`config.mk`:
```
export PLATFORM = sky130hd
export DESIGN_NAME = uop_shift_reg
export DESIGN_NICKNAME = d
export VERILOG_FILES = /design/src/rtl/uop_pkg.sv /design/src/rtl/uop_bit_mux.sv /design/src/rtl/uop_next_net.sv /design/src/rtl/uop_shift_reg.sv
export SDC_FILE = /design/constraint.sdc
export NUM_CORES = 1
export LEC_CHECK = 0
export CAP_MARGIN = 20
export CORE_AREA = 2 2 45 47
export CTS_CLUSTER_SIZE = 30
export DETAILED_ROUTE_END_ITERATION = 16
export DIE_AREA = 0 0 47 49
export GPL_ROUTABILITY_DRIVEN = 1
export PLACE_DENSITY = 0.6
export SYNTH_ARGS = -nofsm -noshare
export SYNTH_HDL_FRONTEND = slang
export SYNTH_SLANG_ARGS = --single-unit
```
`constraint.sdc`:
```
create_clock -name clk -period 3.28 [get_ports clk]
set_clock_uncertainty 0.15 [all_clocks]
set_input_delay 0.328 -clock clk [delete_from_list [all_inputs] [get_ports clk]]
set_output_delay 0.328 -clock clk [all_outputs]
set_load 0.01 [all_outputs]
```
`src/rtl/uop_pkg.sv`:
```
package uop_pkg;

    typedef enum logic [2:0] {
        OP_LOAD = 3'd0,
        OP_INV  = 3'd1,
        OP_SHL  = 3'd2,
        OP_SHR  = 3'd3,
        OP_ROL  = 3'd4,
        OP_ROR  = 3'd5,
        OP_ASL  = 3'd6,
        OP_ASR  = 3'd7
    } op_t;

    localparam int unsigned N_OPS = 8;

endpackage

```
`src/rtl/uop_bit_mux.sv`:
```
module uop_bit_mux
    import uop_pkg::*;
#(
    parameter int unsigned N_IN = N_OPS,
    localparam int unsigned SEL_W = $clog2(N_IN)
) (
    input  logic [N_IN-1:0]  cand,
    input  logic [SEL_W-1:0] sel,
    output logic             pick
);

    always_comb begin
        pick = cand[sel];
    end

endmodule

```
`src/rtl/uop_next_net.sv`:
```
module uop_next_net
    import uop_pkg::*;
#(
    parameter int unsigned WIDTH = 8
) (
    input  logic [WIDTH-1:0] cur,
    input  logic [WIDTH-1:0] din,
    input  op_t              op,
    output logic [WIDTH-1:0] nxt
);

    localparam int unsigned TOP = WIDTH - 1;

    for (genvar i = 0; i < WIDTH; i++) begin : g_bit
        // neighbour indices with wrap-around for the circular cases
        localparam int unsigned BELOW = (i == 0)   ? TOP : i - 1;
        localparam int unsigned ABOVE = (i == TOP) ? 0   : i + 1;

        logic [N_OPS-1:0] cand;
        logic             from_below_fill0;
        logic             from_above_fill0;
        logic             from_above_sign;

        if (i == 0) begin : g_lsb
            assign from_below_fill0 = 1'b0;
        end else begin : g_mid_lo
            assign from_below_fill0 = cur[BELOW];
        end

        if (i == TOP) begin : g_msb
            assign from_above_fill0 = 1'b0;
            assign from_above_sign  = cur[TOP];
        end else begin : g_mid_hi
            assign from_above_fill0 = cur[ABOVE];
            assign from_above_sign  = cur[ABOVE];
        end

        always_comb begin
            cand            = '0;
            cand[OP_LOAD]   = din[i];
            cand[OP_INV]    = ~cur[i];
            cand[OP_SHL]    = from_below_fill0;
            cand[OP_SHR]    = from_above_fill0;
            cand[OP_ROL]    = cur[BELOW];
            cand[OP_ROR]    = cur[ABOVE];
            cand[OP_ASL]    = from_below_fill0;
            cand[OP_ASR]    = from_above_sign;
        end

        uop_bit_mux #(
            .N_IN (N_OPS)
        ) u_mux (
            .cand (cand),
            .sel  (op),
            .pick (nxt[i])
        );
    end

endmodule

```
`src/rtl/uop_shift_reg.sv`:
```
module uop_shift_reg
    import uop_pkg::*;
#(
    parameter int unsigned WIDTH = 8
) (
    input  logic             clk,
    input  logic             rst,
    input  logic             en,
    input  logic [2:0]       op,
    input  logic [WIDTH-1:0] d,
    output logic [WIDTH-1:0] q
);

    typedef struct packed {
        logic [WIDTH-1:0] val;
    } state_t;

    state_t           st_d;
    state_t           st_q;
    logic [WIDTH-1:0] op_result;
    op_t              op_sel;

    assign op_sel = op_t'(op);

    uop_next_net #(
        .WIDTH (WIDTH)
    ) u_net (
        .cur (st_q.val),
        .din (d),
        .op  (op_sel),
        .nxt (op_result)
    );

    always_comb begin
        st_d = st_q;
        if (rst) begin
            st_d.val = '0;
        end else if (en) begin
            st_d.val = op_result;
        end
    end

    always_ff @(posedge clk) begin
        st_q <= st_d;
    end

    assign q = st_q.val;


    reset_clears_chk: assert property (@(posedge clk)
        rst |=> (q == '0));


    hold_when_idle_chk: assert property (@(posedge clk) disable iff (rst)
        !en |=> $stable(q));


    load_copies_chk: assert property (@(posedge clk) disable iff (rst)
        (en && op_sel == OP_LOAD) |=> (q == $past(d)));


    invert_chk: assert property (@(posedge clk) disable iff (rst)
        (en && op_sel == OP_INV) |=> (q == ~$past(q)));


    shl_fill_chk: assert property (@(posedge clk) disable iff (rst)
        (en && op_sel == OP_SHL) |=> (q[0] == 1'b0));


    shr_fill_chk: assert property (@(posedge clk) disable iff (rst)
        (en && op_sel == OP_SHR) |=> (q[WIDTH-1] == 1'b0));


    rol_keeps_ones_chk: assert property (@(posedge clk) disable iff (rst)
        (en && op_sel == OP_ROL) |=> ($countones(q) == $countones($past(q))));


    ror_wraps_chk: assert property (@(posedge clk) disable iff (rst)
        (en && op_sel == OP_ROR) |=> (q[WIDTH-1] == $past(q[0])));


    asl_fill_chk: assert property (@(posedge clk) disable iff (rst)
        (en && op_sel == OP_ASL) |=> (q[0] == 1'b0));


    asr_sign_chk: assert property (@(posedge clk) disable iff (rst)
        (en && op_sel == OP_ASR) |=> (q[WIDTH-1] == $past(q[WIDTH-1])));

endmodule

```
Word level (Yosys, flattened, before mapping)

Cells that the tools add are included.

Logic and storage cells: 26
Register bits after elaboration: 8
Output and inout port bits: 8
Input port bits: 14

Mux-type cells: 16
$lt $le $gt $ge: 1
Bitwise operators: 8

Operator list:

| operator                                                   | number |
|---|---|
| binary-select mux 1 bit (select 3 bit)                     | 8 |
| two-way mux 1 bit                                          | 8 |
| NOT 1 bit                                                  | 8 |
| less-than comparator 3 x 4 -> 1 bit, second input constant | 1 |

Logic depth before layout (Yosys ltp)

Depth in word-level cells: 3
Mapped depth: 5
Gate-level depth less buffers: 3

Cells and area by module

From an unflattened synthesis, not the netlist that was laid out.

Cell total of the unflattened synthesis: 59
Area total of the unflattened synthesis: 829.5 um^2

By module, submodules not included:

| module        | instances | area an instance (um^2) | seq. area each (um^2) | cells each |
|---|---|---|---|---|
| uop_bit_mux   | 8         | 63.8                    | 0.0                   | 3 |
| uop_shift_reg | 1         | 285.3                   | 160.2                 | 26 |
| uop_next_net  | 1         | 33.8                    | 0.0                   | 9 |

Worst setup path before layout

No wires, ideal clock.

Path type: input to register
Start: in op[0]
End: reg st_q (netlist bit q[3])
Data arrival time: 1,084 ps
Required time: 3,007 ps
Setup time: 123 ps
Path slack: 1,923 ps
Stages: 5
Path buffers: 2
Cell sequence: buf_6 > buf_6 > mux2_4 > a22oi_1 > a21oi_1

Longest elaborated chain between the ends: 2

RTL lines:

| element                                 | RTL line            | text |
|---|---|---|
| start, declared                         | uop_shift_reg.sv:9  | `input logic [2:0] op,` |
| binary-select mux 1 bit (select 3 bit)  | uop_bit_mux.sv:13   | `pick = cand[sel];` |
| two-way mux 1 bit (not written as such) | uop_bit_mux.sv:13   |  |
| end signal, assigned                    | uop_shift_reg.sv:44 | `st_q <= st_d;` |
| end, declared                           | uop_shift_reg.sv:19 | `state_t st_q;` |

No other way between the ends. The select of a mux whose other input is x is not followed.
A chain may end at the register's enable or synchronous reset.

Worst setup path in the final report

Start: in op[0]
End: reg st_q (netlist bit q[6])

The elaborated chain is that of the path after synthesis.

==> results.cfg <==
[logic_synthesis]
synth_edf_count = 0
synth.top_cells.by_count = dfxtp_1, a21oi_1, mux2_2, a22oi_1, mux2_4
netlist_top_cells_area = dfxtp_1, mux2_2, a22oi_1, mux2_4, a21oi_1
synth_top_cell_by_area = dfxtp_1
synth_top_cell_area_share_pct = 26.9
ys_ff_latch = 8
synth_ff_type = dfxtp_1
ys_types = 26
yosysSeqAreaShare_pct = 26.9
yosys_warnings = 0
syn_area_um2 = 596
syn_inst = 58
syn_area_per_cell_um2 = 10.3
synth_most_common_cell = dfxtp_1
synthArstFlopShare_pct = 0
synthesis.nets = 72

[grt]
grt_pass1_vias = 488
antenna_found_initial = 0
grt_pass1_wl_um = 2060
grt_max_degree = 18
overflow = 0
grt_usage_pct = 12.5

[cts]
cts_sinks = 8
cts_buffer_depth = 2
tritoncts = yes
cts_setup_buffers = 0
cts_root_buffer = clkbuf_4
post_cts_resized = 0
clk_pin_slew_ps = 50
cts_inserted_buffers = 3
clk_latency_ps = 260
hold_buffers = 0
h-tree-depth = 1

[layout]
n_antenna_cell = 0
area_growth_pct = 39.3
filler_cell_count = 203
drive_gt1_share_pct = 19.2
layout.nets = 94
fin_area_um2 = 830
multi_input_area_um2 = 399
regArea_um2 = 160

[place]
dp_hpwl_um = 926
dpl_cell_area_um2 = 807
io_buffers = 21
gp_congestion = 0.724

[detailed_routing]
drt_iter0_drc = 6
vias = 516
wire_per_inst_um = 12.7
top_layer_used = met4
wl_met2_um = 561
ant_nets = 0
wl_um = 1340
firstDrtPassIters = 3
wl_met3_um = 64
post-route-drc-count = 0
wl_met1_um = 681
viasPerCell = 4.91

[setup_path]
critical_path_class = in -> reg
worst_ep_arrival_time_ps = 1990
cp-end-kind = flip-flop
cp_max_fo = 17
rr_worst_depth = 3
crit_required_ps = 3310
regToRegSetupSlack_ps = 2120
critPathLaunchType = input port

[power_and_ir_drop]
p_per_area_nw_per_um2 = 309
leakagePower_nw = 0.280
irDropWorstVdd_mv = 0.177

[run_status]
status = completed

[run]
max-cap-violations = 0

[floorplan]
die_w_um = 47
initial_core_util_pct = 32.3
core_area_um2 = 1840
dieHeight_um = 49
dieArea_um2 = 2300
std_cell_rows = 16
io_pins = 22

[sta]
finalSetupViolations = 0
max_slew_margin_pct = 50.3
drv_slew = 0
period_share_pct = 59.6
finalSetupTns_ps = 0
rsz0062_at_grt = no
tightest_slew_ps = 743
hold_viol = 0
period_needed_ps = 1960
holdWs_ps = 397
fmax_mhz = 511

[min_path]
min_path_cells = 2
min_path_type = reg -> reg
power by group:
part | switching [W] | leakage, nW | total, W | internal, W
logic | 0.0000263 | 0.201 | 0.0000694 | 0.0000431
registers | 0.00000633 | 0.0654 | 0.000109 | 0.000103
clock network | 0.0000357 | 0.0138 | 0.0000777 | 0.0000420
total | 0.0000683 | 0.280 | 0.000256 | 0.000188
area by class of cell:
cell class                      count  share of cell area, %
Sequential cell                     8                   19.3
Tap cell                           27                   4.07
Inverter                            1                  0.452
Timing Repair Buffer               21                   25.3
Multi-Input combinational cell     45                   48.1
Clock buffer                        3                   2.71
logic make-up (layout without fill, tap and decap cells):
group,after synthesis,after routing,synth area share [%]
simple gates,11,11,17.4
buf+inv,5,25,6.09
compound gates,22,22,25.0
mux,12,12,24.6
flops,8,8,26.9
cell usage in the layout (no fill, tap or decap), types with 2 or more instances in the layout:
cell / Yosys / layout
clkdlybuf4s50_1: 0 / 21
dfxtp_1: 8 / 8
mux2_2: 7 / 7
a21oi_1: 7 / 7
a22oi_1: 6 / 6
mux2_4: 3 / 3
clkbuf_4: 0 / 3
mux2_1: 2 / 2
nand2_1: 2 / 2
nand2b_1: 2 / 2
a21boi_1: 2 / 2
critical path, stage by stage:
cell and delay, ps:
clkdlybuf4s50_1 790, nor4b_4 580, a22oi_1 150, a21oi_1 140
per-stage QoR:
| step | setup slack [ps] | utilization, % | cells | total power [W] |
|---|---|---|---|---|
| 2_1_floorplan | 1920 | - | 58 | 0.000149 |
| 3_3_place_gp | 1070 | 43.8 | 102 | 0.000181 |
| 3_5_place_dp | 1040 | 43.8 | 102 | 0.000181 |
| 4_1_cts | 1300 | 45.0 | 105 | 0.000260 |
| 5_1_grt | 1160 | 45.0 | 105 | 0.000270 |
| 6_report | 1320 | 45.0 | 105 | 0.000256 |
metal layers:
metal  GRT usage [%]  vias to the layer above
met5               0                        -
met4            8.33                        0
met3            2.22                        4
met2            17.4                       16
met1            16.9                      232
li1                -                      264
path summary, 6_finish.rpt:
| path | from | endpoint |
|---|---|---|
| hold / removal | flip-flop | flip-flop |
| setup / recovery | op[0] | q[6] |
| hold reg to reg | flip-flop | flip-flop |
| setup reg to reg | flip-flop | q[6] |
Power figures use the tool's default switching activity.
